$ cat config.mk
export PLATFORM = sky130hd
export DESIGN_NAME = dg_rom_diag_seq
export DESIGN_NICKNAME = d
export VERILOG_FILES = /design/src/rtl/dg_pkg.sv /design/src/rtl/dg_addr_gen.sv /design/src/rtl/dg_residue.sv /design/src/rtl/dg_rom_diag_seq.sv
export SDC_FILE = /design/constraint.sdc
export NUM_CORES = 1
export LEC_CHECK = 0
export ABC_AREA = 1
export ABC_CLOCK_PERIOD_IN_PS = 2550
export BUFFER_PORTS_ARGS = -buffer_cell sky130_fd_sc_hd__buf_2
export CELL_PAD_IN_SITES_DETAIL_PLACEMENT = 0
export CELL_PAD_IN_SITES_GLOBAL_PLACEMENT = 1
export CORE_ASPECT_RATIO = 1.75
export CORE_MARGIN = 2
export CORE_UTILIZATION = 41
export DETAILED_ROUTE_END_ITERATION = 8
export GPL_TIMING_DRIVEN = 0
export PLACE_DENSITY = 0.84
export SYNTH_ARGS = -nofsm -noshare
export SYNTH_HDL_FRONTEND = slang
export SYNTH_SLANG_ARGS = --single-unit
$ cat constraint.sdc
create_clock -name clk -period 2.55 [get_ports clk]
set_input_delay 0.1275 -clock clk [delete_from_list [all_inputs] [get_ports clk]]
set_output_delay 0.1275 -clock clk [all_outputs]
set_load 0.005 [all_outputs]
$ cat src/rtl/dg_pkg.sv
package dg_pkg;
  typedef enum logic [3:0] {
    ST_IDLE, ST_PRESET, ST_SWEEP, ST_CHECK, ST_SEARCH,
    ST_FIX, ST_WRITE, ST_NEXT, ST_RETEST, ST_WAIT
  } dg_state_e;

  typedef enum logic [1:0] {
    RES_HOLD, RES_PRESET, RES_LOAD, RES_BACK
  } dg_res_op_e;
endpackage

$ cat src/rtl/dg_addr_gen.sv
module dg_addr_gen #(
  parameter int ROW_W    = 4,
  parameter int COL_BITS = 2
) (
  input  logic                clk,
  input  logic                rst_n,
  input  logic                row_clr,
  input  logic                row_inc,
  input  logic                row_dec,
  input  logic                col_clr,
  input  logic                col_inc,
  output logic [ROW_W-1:0]    row,
  output logic [COL_BITS-1:0] col,
  output logic                row_first,
  output logic                row_last,
  output logic                col_last
);
  localparam logic [ROW_W-1:0]    ROW_MAX = '1;
  localparam logic [COL_BITS-1:0] COL_MAX = '1;

  // row counter: up during the sweep, down during the search
  always_ff @(posedge clk or negedge rst_n) begin
    if (!rst_n)       row <= '0;
    else if (row_clr) row <= '0;
    else if (row_inc) row <= row + 1'b1;
    else if (row_dec) row <= row - 1'b1;
  end

  always_ff @(posedge clk or negedge rst_n) begin
    if (!rst_n)       col <= '0;
    else if (col_clr) col <= '0;
    else if (col_inc) col <= col + 1'b1;
  end

  assign row_first = (row == '0);
  assign row_last  = (row == ROW_MAX);
  assign col_last  = (col == COL_MAX);
endmodule

$ cat src/rtl/dg_residue.sv
module dg_residue
  import dg_pkg::*;
#(
  parameter int                DATA_W = 8,
  parameter logic [DATA_W-1:0] POLY   = 8'hB8
) (
  input  logic              clk,
  input  logic              rst_n,
  input  dg_res_op_e        op,
  input  logic [DATA_W-1:0] pre_tog,
  input  logic [DATA_W-1:0] pre_sig,
  input  logic [DATA_W-1:0] din,
  output logic [DATA_W-1:0] tog,
  output logic              tog_zero,
  output logic              hit
);
  logic [DATA_W-1:0] sig;

  // forward Galois step, shifting toward bit 0
  function automatic logic [DATA_W-1:0] step_fwd(input logic [DATA_W-1:0] s);
    return (s >> 1) ^ (s[0] ? POLY : '0);
  endfunction

  // inverse step (reciprocal polynomial): undoes one step_fwd
  function automatic logic [DATA_W-1:0] step_back(input logic [DATA_W-1:0] s);
    logic              b;
    logic [DATA_W-1:0] t;
    b = s[DATA_W-1];
    t = s ^ (b ? POLY : '0);
    return {t[DATA_W-2:0], b};
  endfunction

  always_ff @(posedge clk or negedge rst_n) begin
    if (!rst_n) begin
      tog <= '0;
      sig <= '0;
    end else begin
      case (op)
        RES_PRESET: begin
          tog <= pre_tog;
          sig <= pre_sig;
        end
        RES_LOAD: begin
          tog <= tog ^ din;
          sig <= step_fwd(sig) ^ din;
        end
        RES_BACK: sig <= step_back(sig);
        default: ;
      endcase
    end
  end

  assign tog_zero = (tog == '0);
  assign hit      = (sig == tog);
endmodule

$ cat src/rtl/dg_rom_diag_seq.sv
module dg_rom_diag_seq
  import dg_pkg::*;
#(
  parameter int                             ADDR_W   = 6,
  parameter int                             COL_BITS = 2,
  parameter int                             DATA_W   = 8,
  parameter logic [DATA_W-1:0]              POLY     = 8'hB8,
  parameter int                             SPARES   = 2,
  parameter logic [(2**COL_BITS)*DATA_W-1:0] TOG_REF = '0,
  parameter logic [(2**COL_BITS)*DATA_W-1:0] SIG_REF = '0
) (
  input  logic              clk,
  input  logic              rst_n,
  input  logic              start,
  output logic              busy,
  output logic              done,
  output logic              repair_fail,
  output logic [ADDR_W-1:0] rom_addr,
  input  logic [DATA_W-1:0] rom_data,
  output logic              rep_valid,
  input  logic              rep_ready,
  output logic [ADDR_W-1:0] rep_addr,
  output logic [DATA_W-1:0] rep_data,
  output logic              retest_start,
  input  logic              retest_done,
  input  logic              retest_fail
);
  localparam int ROW_W = ADDR_W - COL_BITS;
  localparam int SP_W  = $clog2(SPARES + 1);
  localparam logic [SP_W-1:0] SP_MAX = SP_W'(SPARES);

  dg_state_e         st, nxt;
  dg_res_op_e        op;
  logic              row_clr, row_inc, row_dec, col_clr, col_inc;
  logic              row_first, row_last, col_last;
  logic [ROW_W-1:0]  row;
  logic [COL_BITS-1:0] col;
  logic [DATA_W-1:0] tog;
  logic              tog_zero, hit;
  logic              fail_set, use_inc;
  logic [SP_W-1:0]   used;
  logic [DATA_W-1:0] fix_word;
  logic              done_q, fail_q;

  dg_addr_gen #(.ROW_W(ROW_W), .COL_BITS(COL_BITS)) u_addr (
    .clk(clk), .rst_n(rst_n),
    .row_clr(row_clr), .row_inc(row_inc), .row_dec(row_dec),
    .col_clr(col_clr), .col_inc(col_inc),
    .row(row), .col(col),
    .row_first(row_first), .row_last(row_last), .col_last(col_last)
  );

  dg_residue #(.DATA_W(DATA_W), .POLY(POLY)) u_res (
    .clk(clk), .rst_n(rst_n), .op(op),
    .pre_tog(TOG_REF[col*DATA_W +: DATA_W]),
    .pre_sig(SIG_REF[col*DATA_W +: DATA_W]),
    .din(rom_data),
    .tog(tog), .tog_zero(tog_zero), .hit(hit)
  );

  wire spares_full = (used == SP_MAX);

  always_comb begin
    nxt      = st;
    op       = RES_HOLD;
    row_clr  = 1'b0;
    row_inc  = 1'b0;
    row_dec  = 1'b0;
    col_clr  = 1'b0;
    col_inc  = 1'b0;
    fail_set = 1'b0;
    use_inc  = 1'b0;
    case (st)
      ST_IDLE: if (start) begin
        col_clr = 1'b1;
        nxt     = ST_PRESET;
      end
      ST_PRESET: begin
        op      = RES_PRESET;
        row_clr = 1'b1;
        nxt     = ST_SWEEP;
      end
      ST_SWEEP: begin
        op = RES_LOAD;
        if (row_last) nxt = ST_CHECK;
        else          row_inc = 1'b1;
      end
      ST_CHECK: nxt = tog_zero ? ST_NEXT : ST_SEARCH;
      ST_SEARCH: begin
        if (hit) begin
          if (spares_full) begin
            fail_set = 1'b1;
            nxt      = ST_NEXT;
          end else begin
            nxt = ST_FIX;
          end
        end else if (row_first) begin
          // wrapped through every row without a match
          fail_set = 1'b1;
          nxt      = ST_NEXT;
        end else begin
          op      = RES_BACK;
          row_dec = 1'b1;
        end
      end
      ST_FIX: nxt = ST_WRITE;
      ST_WRITE: if (rep_ready) begin
        use_inc = 1'b1;
        nxt     = ST_NEXT;
      end
      ST_NEXT: begin
        if (col_last) nxt = ST_RETEST;
        else begin
          col_inc = 1'b1;
          nxt     = ST_PRESET;
        end
      end
      ST_RETEST: nxt = ST_WAIT;
      ST_WAIT: if (retest_done) begin
        fail_set = retest_fail;
        nxt      = ST_IDLE;
      end
      default: nxt = ST_IDLE;
    endcase
  end

  always_ff @(posedge clk or negedge rst_n) begin
    if (!rst_n) begin
      st       <= ST_IDLE;
      used     <= '0;
      fix_word <= '0;
      done_q   <= 1'b0;
      fail_q   <= 1'b0;
    end else begin
      st     <= nxt;
      done_q <= (st == ST_WAIT) && retest_done;
      if (st == ST_IDLE && start) begin
        used   <= '0;
        fail_q <= 1'b0;
      end else begin
        if (use_inc)  used   <= used + 1'b1;
        if (fail_set) fail_q <= 1'b1;
      end
      if (st == ST_FIX) fix_word <= rom_data ^ tog;
    end
  end

  assign rom_addr     = {row, col};
  assign rep_addr     = {row, col};
  assign rep_data     = fix_word;
  assign rep_valid    = (st == ST_WRITE);
  assign retest_start = (st == ST_RETEST);
  assign busy         = (st != ST_IDLE);
  assign done         = done_q;
  assign repair_fail  = fail_q;
endmodule

==> results of run 1 <==
[flip-flops by register name, summed over array words and instances (netlist names), 2 cells and up]
| signal | cells |
|---|---|
| used | 2 |
| u_res.tog | 8 |
| rep_data | 8 |
| st | 4 |
| u_addr.row | 4 |
| u_res.sig | 8 |
| u_addr.col | 2 |
[cell usage in the layout (no fill, tap or decap), drive strengths merged, types with 2 or more instances in the layout]
cell / n
a21oi: 16
a22oi: 7
a31oi: 2
buf: 47
clkbuf: 8
clkinv: 4
dfrtp: 38
ha: 7
inv: 44
nand2: 63
nand3: 16
nand3b: 2
nand4: 4
nor2: 24
nor3: 4
o21ai: 11
o22ai: 8
or2: 3
xnor2: 16
xor2: 6
[per-layer routing]
layer | global-route usage | up-vias
met5 | 0 | -
met4 | 0.0683 | 0
met3 | 0.0286 | 14
met2 | 0.343 | 36
met1 | 0.215 | 948
li1 | - | 1001
[where the power goes]
part	switching [W]	internal (W)
Clock	0.000225	0.000288
Sequential	0.000211	0.000842
Combinational	0.00129	0.000889
[logic make-up after synthesis]
group,count (synthesis),synth area share
DFF,38,0.406
buffers and inverters,59,0.112
xor gates and xnor gates,22,0.0823
adders and majority gates,8,0.0460
AOI/OAI and AO/OA,45,0.120
and+or+nand+nor,116,0.233
[metrics by stage]
step	power, W	util
4_1_cts	0.00377	0.495
3_5_place_dp	0.00325	0.474
6_report	0.00374	0.495
5_1_grt	0.00412	0.495
2_1_floorplan	0.00266	-
3_3_place_gp	0.00320	0.474
[synthesized netlist by cell type (all sizes together), types with 6 or more instances]
cell / count
nand2: 63
o22ai: 8
a21oi: 16
ha: 7
dfrtp: 38
nand3: 16
xor2: 6
inv: 44
o21ai: 11
xnor2: 16
a22oi: 7
buf: 9
nor2: 24
[how the worst max path moves through the flow]
stage | startpoint | end | cells after the start
2_1_floorplan | u_res.sig[7]$_DFFE_PN0P_ | u_res.sig[0]$_DFFE_PN0P_ | 14
3_3_place_gp | u_res.sig[7]$_DFFE_PN0P_ | u_res.sig[3]$_DFFE_PN0P_ | 14
3_5_place_dp | u_res.sig[7]$_DFFE_PN0P_ | u_res.sig[3]$_DFFE_PN0P_ | 14
4_1_cts | u_res.sig[7]$_DFFE_PN0P_ | u_res.sig[3]$_DFFE_PN0P_ | 14
5_1_grt | u_res.sig[7]$_DFFE_PN0P_ | u_res.sig[0]$_DFFE_PN0P_ | 14
6_report | u_res.sig[7]$_DFFE_PN0P_ | u_res.sig[3]$_DFFE_PN0P_ | 14
[worst max-delay path: stages, from the launching register on]
cell,delay [ps]
dfrtp_1,380
buf_6,140
clkinv_2,80
nand2_1,50
nand2_1,50
nand2_1,70
nor2_2,140
nand2_2,80
nand3_4,110
nand2_1,100
inv_1,90
ha_1,150
clkbuf_1,300
clkbuf_2,320
a22oi_1,130
[layout make-up]
| type | count | share of cell area |
|---|---|---|
| multi-input combinational | 191 | 0.412 |
| sequential | 38 | 0.346 |
| timing repair buffer | 39 | 0.0729 |
| inverter | 46 | 0.0634 |
| tap | 76 | 0.0346 |
| buffer | 12 | 0.0314 |
| clock buffer | 5 | 0.0251 |
| clock inverter | 3 | 0.0146 |
[timing repair]
item | 4_1_cts | 5_1_grt
gates resized for setup | 0 | 3
hold endpoints to repair | 38 | 0
hold buffers | 1 | 0
endpoints found under the setup margin | 0 | 16
==> run summary, run 1 <==
per-cell routed wire length - 13.2 microns
DRC viols - 0
vias in the first global route - 1968
RSZ-0062 raised after global routing - false
Hold Crit Depth - 3
Reg2Reg Capture Point - u_res.sig[3]$_DFFE_PN0P_
Worst setup SP type - flop
Max Cap Viol - 0
TritonCTS buffer count - 5
Die ar. - 6350 sq um
Bufs on Longest Clock Path - 2
most area-consuming cells after synthesis - dfrtp_1 41%, nand2_1 9.0%, xnor2_1 6.0%
HP Start - retest_done
top_reg_cell synth - dfrtp_1
antenna fix cells - 0
multi-input logic area - 1130 sq um
largest net degree at the start of global routing - 39
DR vias - 1999
met3 wire length - 160 microns
Seq/Total Area, Yosys - 0.406
CP Data Arrival Time - 2470 ps
core area - 5540 sq um
initial DRC count - 45
Critical Path RT - 2720 ps
min Tclk post-route - 2300 ps
largest area contributor in the netlist - dfrtp_1
nets - 355
Crit. End Element - flop
WL final - 5430 microns
Critical Path Fanout Max - 10
#FFs+latches synth - 38
Synth async-reset ratio - 1.00
average cell area after synthesis - 8.13 sq um
synth-to-layout area growth - 17.3%
register area - 951 sq um
Tcrit/Tclk final - 0.902
Post-DP Area - 2630 sq um
first-pass GRT wire length - 9200 microns
Setup Buffers After CTS - 0
DP Cell Count - 402
WS Path Type - reg -> reg
Power Density - 1360 nW/um^2
fin area - 2750 sq um
setup ws final - 250 ps
share of layout cells above drive strength 1 - 0.269
drt first pass iters - 4
Fillers - 565
WHS Endpoint - done$_DFF_PN0_
CTS tree - done
starting density of the core - 0.423
relative slew slack - 0.400
setup_tns - 0 ps
met2 routed WL - 3120 microns
hold_ws - 102 ps
post-synth top area share - 0.406
Peak supply drop - 745 uV
antenna viol nets, final - 0
CTS root buf - clkbuf_8
initial antenna violation count - 0
CTS Sinks - 38
EDFF count, synth - 0
worst r2r src - u_res.sig[7]$_DFFE_PN0P_
topmost layer with routed signal wires - met4
final std cells w/o fill - 410
Final setup violation count - 0
Avg Vias per Cell - 4.88
Cell Area, Synth - 2340 sq um
routability cong. - 0.828
Register-to-Register Setup Slack - 250 ps
Slew Limit Fails - 0
max frequency - 435 MHz
Syn Inst Count - 288
Fin. Hold Viols - 0
num rows - 36
CTS clk-pin slew, worst paths - 80 ps
leakage - 1.38 nW
htree depth - 2
Total GRT Usage - 0.191
global route overflow - 0
number of I/O pins - 39
IO Port Bufs - 38
Reg2Reg Depth - 14
Synth Warn # - 0
Worst-Skew Late Latency - 300 ps
HP Class - in -> reg
Die Span Y - 104 microns
Netlist cell types - 36
Worst-Margin Slew - 901 ps
status - finished, final reports clean
clock skew - 7.66 ps
Die X - 61.1 microns
wl on met1 - 1990 microns
DPL Wire Length - 4270 microns
pre-CTS WS - 81.0 ps
Synth Net Count - 310
No activity file was read; power rests on OpenSTA's default activity.
==> run 2: changes to the inputs <==
--- a/config.mk
+++ b/config.mk
@@ -13,6 +13,7 @@
 export CORE_ASPECT_RATIO = 1.75
 export CORE_MARGIN = 2
 export CORE_UTILIZATION = 41
+export CTS_BUF_LIST = sky130_fd_sc_hd__clkbuf_16
 export DETAILED_ROUTE_END_ITERATION = 8
 export GPL_TIMING_DRIVEN = 0
 export PLACE_DENSITY = 0.84
==> run 2 against run 1 <==
Compared with the run above: critical path type unchanged; count of clock-buffer cells in the layout is the same; total power rose by 5.2%; clock skew is 3.7 ps lower; critical endpoint unchanged; sequential cell count unchanged; the flow now finishes with violations (hold timing); first-iteration DRC count shrank 11%; core utilization rose by 0.84 points; clock power rose by 38%; register-to-register slack about the same; die area unchanged; routed wire length decreased by 0.15%.
==> run summary, run 2 (synthesis gave the netlist of run 1 again) <==
status - complete, but fails checks
failing checks - hold timing
Slew Limit Fails - 0 (unchanged)
per-cell routed wire length - 13.3 microns (about the same)
nets - 354 (-0.28%)
num rows - 36 (unchanged)
RSZ-0062 raised after global routing - false
Bufs on Longest Clock Path - 2 (unchanged)
TritonCTS buffer count - 5 (unchanged)
routability cong. - 0.828 (unchanged)
IO Port Bufs - 38 (unchanged)
number of I/O pins - 39 (unchanged)
DR vias - 1997 (-0.10%)
antenna viol nets, final - 0 (unchanged)
Die ar. - 6350 sq um (unchanged)
Worst-Margin Slew - 880 ps (-20.5 ps)
Critical Path Fanout Max - 10 (unchanged)
synth-to-layout area growth - 19.2%
register area - 951 sq um (unchanged)
largest net degree at the start of global routing - 39 (unchanged)
hold_ws - -41.5 ps (-143 ps)
multi-input logic area - 1130 sq um (unchanged)
WL final - 5420 microns (-0.15%)
max frequency - 434 MHz (-0.12%)
HP Class - in -> async
core area - 5540 sq um (unchanged)
leakage - 1.40 nW (+1.6%)
CTS root buf - clkbuf_16
starting density of the core - 0.423 (unchanged)
Avg Vias per Cell - 4.88 (+0.14%)
Final setup violation count - 0 (unchanged)
CTS tree - done
CTS clk-pin slew, worst paths - 60 ps (-20 ps)
CTS Sinks - 38 (unchanged)
Hold-fix buffers, CTS - 0 (-1)
relative slew slack - 0.413 (+0.0137)
antenna fix cells - 0 (unchanged)
DRC viols - 0 (unchanged)
htree depth - 2 (unchanged)
WS Path Type - reg -> reg
DPL Wire Length - 4270 microns (unchanged)
initial antenna violation count - 0 (unchanged)
post-CTS resize count - 0 (unchanged)
Die Span Y - 104 microns (unchanged)
clock skew - 3.93 ps (-3.73 ps)
Total GRT Usage - 0.191 (about the same)
Reg2Reg Depth - 14 (unchanged)
vias in the first global route - 1965 (-0.15%)
Die X - 61.1 microns (unchanged)
Crit. End Element - flop
most frequent cells in the layout - 55 x nand2_1, 39 x buf_2, 38 x dfrtp_1
Fillers - 557 (-1.4%)
worst stage delay on the critical path - 370 ps (about the same)
Post-DP Area - 2630 sq um (unchanged)
Worst-Skew Late Latency - 280 ps (-20 ps)
Max Cap Viol - 0 (unchanged)
Pwr Total - 0.00394 W (+5.2%)
Critical Path RT - 2710 ps (about the same)
share of layout cells above drive strength 1 - 0.270 (+0.000809)
Power Density - 1410 nW/um^2 (+3.4%)
worst path cell trace - buf_6, clkinv_2, nand2_1, nand2_1, nand2_1, nor2_2, nand2_2, nand3_4, nand2_1, inv_1, ha_1, clkbuf_1, clkbuf_2, a22oi_1
setup_tns - 0 ps (unchanged)
Fin. Hold Viols - 38 (+38)
Crit path top cell by count - nand2_1
min Tclk post-route - 2300 ps (+2.69 ps)
most common cell after layout, fill and taps aside - nand2_1
Crit-path slowest cell - dfrtp_1
global route overflow - 0 (unchanged)
CP Data Arrival Time - 2460 ps (about the same)
Peak supply drop - 744 uV (about the same)
Setup Buffers After CTS - 0 (unchanged)
first-pass GRT wire length - 9160 microns (-0.45%)
Worst setup SP type - flop
initial DRC count - 40 (-11%)
Tcrit/Tclk final - 0.903 (+0.00106)
fin area - 2790 sq um (+1.7%)
drt first pass iters - 4 (unchanged)
-- run 2: cell types whose count changed in the layout (fill, tap and decap cells not counted) --
cell and delta:
dlygate4sd3_1 -1, clkbuf_8 -5, clkbuf_16 +5
-- run 2: power breakdown --
part | total, W | leakage (nW) | internal (W) | switching, W
sequential | 0.00106 | 0.471 | 0.000844 | 0.000212
combinational | 0.00217 | 0.843 | 0.000888 | 0.00128
clock | 0.000708 | 0.0836 | 0.000458 | 0.000250
total | 0.00394 | 1.40 | 0.00219 | 0.00175
-- run 2: metal layers --
layer | global-route usage | share of wire | vias up | wire length, microns
li1 | - | - | 1001 | -
met1 | 0.212 | 0.36 | 951 | 1950
met2 | 0.334 | 0.57 | 32 | 3100
met3 | 0.0323 | 0.033 | 13 | 177
met4 | 0.0870 | 0.035 | 0 | 189
met5 | 0 | 0 | - | 0
-- run 2: layout make-up --
| class | count | area share |
|---|---|---|
| Tap cell | 76 | 0.0341 |
| Clock inverter | 3 | 0.0143 |
| Buffer | 12 | 0.0309 |
| Timing Repair Buffer | 38 | 0.0681 |
| Clock buffer | 5 | 0.0448 |
| Multi-Input combinational cell | 191 | 0.405 |
| Sequential cell | 38 | 0.341 |
| Inverter | 46 | 0.0623 |
-- run 2: worst paths after layout --
check                                         start                  endpoint  slack (ps)
max                        u_res.sig[7]$_DFFE_PN0P_  u_res.sig[3]$_DFFE_PN0P_         250
min                                           rst_n       used[0]$_DFFE_PN0P_         -40
max reg2reg                u_res.sig[7]$_DFFE_PN0P_  u_res.sig[3]$_DFFE_PN0P_         250
min reg2reg                 rep_data[6]$_DFFE_PN0P_   rep_data[6]$_DFFE_PN0P_         520
max in group asynchronous                     rst_n         st[0]$_DFFE_PN0P_        2030
min in group clk                        retest_done            done$_DFF_PN0_         110
-- run 2: worst max-delay path: cells and delay by family, from the launching register on --
| kind | cells | cell delay (ps) |
|---|---|---|
| adder cells (fa/ha/maj) | 1 | 150 |
| AO/OA/AOI/OAI | 1 | 130 |
| AND/OR/NAND/NOR | 7 | 600 |
| flip-flops | 1 | 370 |
| buffers and inverters | 5 | 930 |
-- run 2: through the flow --
stage	instances	worst slack (ps)	utilization
global placement	402	98.5	0.474
finish	409	247	0.504
global route	409	31.5	0.504
floorplan	288	541	-
CTS	410	59.4	0.504
detailed placement	402	81.0	0.474
==> run 3: changes to the inputs <==
--- a/config.mk
+++ b/config.mk
@@ -17,6 +17,7 @@
 export DETAILED_ROUTE_END_ITERATION = 8
 export GPL_TIMING_DRIVEN = 0
 export PLACE_DENSITY = 0.84
+export RECOVER_POWER = 100
 export SYNTH_ARGS = -nofsm -noshare
 export SYNTH_HDL_FRONTEND = slang
 export SYNTH_SLANG_ARGS = --single-unit
==> constraint.sdc (replaced) <==
create_clock -name clk -period 2.55 [get_ports clk]
set_input_delay 0.1275 -clock clk [delete_from_list [all_inputs] [get_ports clk]]
set_output_delay 0.1275 -clock clk [all_outputs]
set_load 0.02 [all_outputs]
==> run 3 against run 2 <==
Compared with the run above: the flow finishes with violations (capacitance limit, slew limit); first-iteration DRC count increased by 30%; critical path type unchanged; global-route usage stayed put; worst setup slack improved by 3.3 ps; routed wire length up 0.39%; core utilization is 0.90 points lower; critical path depth unchanged; total power increased by 2.5%; critical endpoint unchanged; fmax grew 0.14%; design area fell by 1.8%; via count hardly changed; clock skew is essentially flat.
==> run summary, run 3 (synthesis gave the netlist of run 1 again) <==
WL final - 5440 microns (+0.39%)
Crit-path slowest cell - dfrtp_1
final std cells w/o fill - 409 (unchanged)
Pwr Total - 0.00403 W (+2.5%)
Worst-Skew Late Latency - 280 ps (about the same)
drt first pass iters - 4 (unchanged)
Worst setup SP type - flop
Hold Crit Depth - 3
Total GRT Usage - 0.191 (unchanged)
most common cell after layout, fill and taps aside - nand2_1
worst r2r src - u_res.sig[7]$_DFFE_PN0P_
Critical Path Fanout Max - 10 (unchanged)
CTS Sinks - 38 (unchanged)
initial DRC count - 52 (+30%)
CTS tree - done
WHS Endpoint - done$_DFF_PN0_
Setup Buffers After CTS - 0 (unchanged)
Register-to-Register Setup Slack - 250 ps (about the same)
CP Data Arrival Time - 2460 ps (about the same)
failing checks - capacitance limit, slew limit
Fillers - 572 (+2.7%)
starting density of the core - 0.423 (unchanged)
DRC viols - 0 (unchanged)
Avg Vias per Cell - 4.88 (about the same)
global route overflow - 0 (unchanged)
per-cell routed wire length - 13.3 microns (+0.39%)
largest net degree at the start of global routing - 39 (unchanged)
leakage - 1.32 nW (-5.8%)
share of layout cells above drive strength 1 - 0.159 (-0.111)
most frequent cells in the layout - 57 x nand2_1, 40 x inv_1, 38 x dfrtp_1
Die X - 61.1 microns (unchanged)
Reg2Reg Depth - 14 (unchanged)
Crit. End Element - flop
Bufs on Longest Clock Path - 2 (unchanged)
antenna fix cells - 0 (unchanged)
min Tclk post-route - 2300 ps (-3.25 ps)
worst path cell trace - buf_6, clkinv_2, nand2_1, nand2_1, nand2_1, nor2_2, nand2_2, nand3_4, nand2_1, inv_1, ha_1, clkbuf_1, clkbuf_2, a22oi_1
vias in the first global route - 1965 (unchanged)
worst stage delay on the critical path - 370 ps (about the same)
Die ar. - 6350 sq um (unchanged)
Die Span Y - 104 microns (unchanged)
WS Path Type - reg -> reg
synth-to-layout area growth - 17.1%
DPL Wire Length - 4270 microns (unchanged)
Hold-fix buffers, CTS - 0 (unchanged)
RSZ-0062 raised after global routing - false
HP Class - in -> reg
DP Cell Count - 402 (unchanged)
initial antenna violation count - 0 (unchanged)
Critical Path RT - 2710 ps (about the same)
hold_ws - 115 ps (+156 ps)
max frequency - 435 MHz (+0.14%)
core area - 5540 sq um (unchanged)
HP Start - retest_done
CTS clk-pin slew, worst paths - 60 ps (about the same)
Final setup violation count - 0 (unchanged)
CTS root buf - clkbuf_16
DR vias - 1996 (-0.050%)
antenna viol nets, final - 0 (unchanged)
Power Density - 1470 nW/um^2 (+4.4%)
Buf/Inv on CP - 5 (unchanged)
Tcrit/Tclk final - 0.902 (-0.00128)
Peak supply drop - 783 uV (+5.2%)
Crit path top cell by count - nand2_1
clock skew - 3.75 ps (-0.184 ps)
status - complete, but fails checks
Reg2Reg Capture Point - u_res.sig[3]$_DFFE_PN0P_
TritonCTS buffer count - 5 (unchanged)
Max Cap Viol - 1 (+1)
number of I/O pins - 39 (unchanged)
routability cong. - 0.828 (unchanged)
delay-heaviest family, CP - buffers and inverters
relative slew slack - -0.403 (-0.816)
htree depth - 2 (unchanged)
nets - 354 (unchanged)
Worst-Margin Slew - 2100 ps (+1220 ps)
setup_tns - 0 ps (unchanged)
IO Port Bufs - 38 (unchanged)
num rows - 36 (unchanged)
post-CTS resize count - 0 (unchanged)
Fin. Hold Viols - 0 (-100%)
Slew Limit Fails - 39 (+39)
first-pass GRT wire length - 9160 microns (unchanged)
-- run 3: changes by cell type in the layout (fill, tap and decap cells not counted), sizes merged --
cell,change
buf,-26
clkbuf,+26
clkinv,+1
inv,-1
-- run 3: report_power, final --
group	leakage (nW)	internal [W]	total [W]	switching (W)
registers	0.471	0.000844	0.00106	0.000212
clock network	0.0836	0.000458	0.000707	0.000249
logic	0.762	0.000833	0.00227	0.00144
-- run 3: layout make-up --
class	instances	area [sq um]	share of cell area
Buffer	12	85.1	0.0310
Clock buffer	5	125	0.0456
Clock inverter	3	40.0	0.0146
Inverter	46	174	0.0634
Multi-Input combinational cell	191	1110	0.405
Sequential cell	38	951	0.347
Tap cell	76	95.1	0.0347
Timing Repair Buffer	38	160	0.0584
-- run 3: stage by stage --
stage	worst slack (ps)	util	instance area (sq um)
6_report	250	0.495	2740
5_1_grt	38.0	0.495	2740
4_1_cts	59.4	0.504	2790
3_5_place_dp	81.0	0.474	2630
3_3_place_gp	98.5	0.474	2630
2_1_floorplan	534	-	2340
-- run 3: metal layers --
| metal | GRT usage | vias up | part of all wire |
|---|---|---|---|
| li1 | - | 999 | - |
| met1 | 0.212 | 948 | 0.36 |
| met2 | 0.334 | 37 | 0.57 |
| met3 | 0.0323 | 12 | 0.035 |
| met4 | 0.0870 | 0 | 0.034 |
| met5 | 0 | - | 0 |
-- run 3: worst max-delay path by stage --
stage,start,to,cells after the start
3_5_place_dp,u_res.sig[7]$_DFFE_PN0P_,u_res.sig[3]$_DFFE_PN0P_,14
5_1_grt,u_res.sig[7]$_DFFE_PN0P_,u_res.sig[0]$_DFFE_PN0P_,14
3_3_place_gp,u_res.sig[7]$_DFFE_PN0P_,u_res.sig[3]$_DFFE_PN0P_,14
6_report,u_res.sig[7]$_DFFE_PN0P_,u_res.sig[3]$_DFFE_PN0P_,14
4_1_cts,u_res.sig[7]$_DFFE_PN0P_,u_res.sig[3]$_DFFE_PN0P_,14
2_1_floorplan,u_addr.row[0]$_DFFE_PN0P_,u_res.sig[0]$_DFFE_PN0P_,9
-- run 3: worst reg2reg max path, stage by stage (launching register included) --
cell,delay (ps)
dfrtp_1,370
buf_6,140
clkinv_2,80
nand2_1,50
nand2_1,50
nand2_1,70
nor2_2,140
nand2_2,80
nand3_4,110
nand2_1,100
inv_1,90
ha_1,150
clkbuf_1,310
clkbuf_2,310
a22oi_1,120
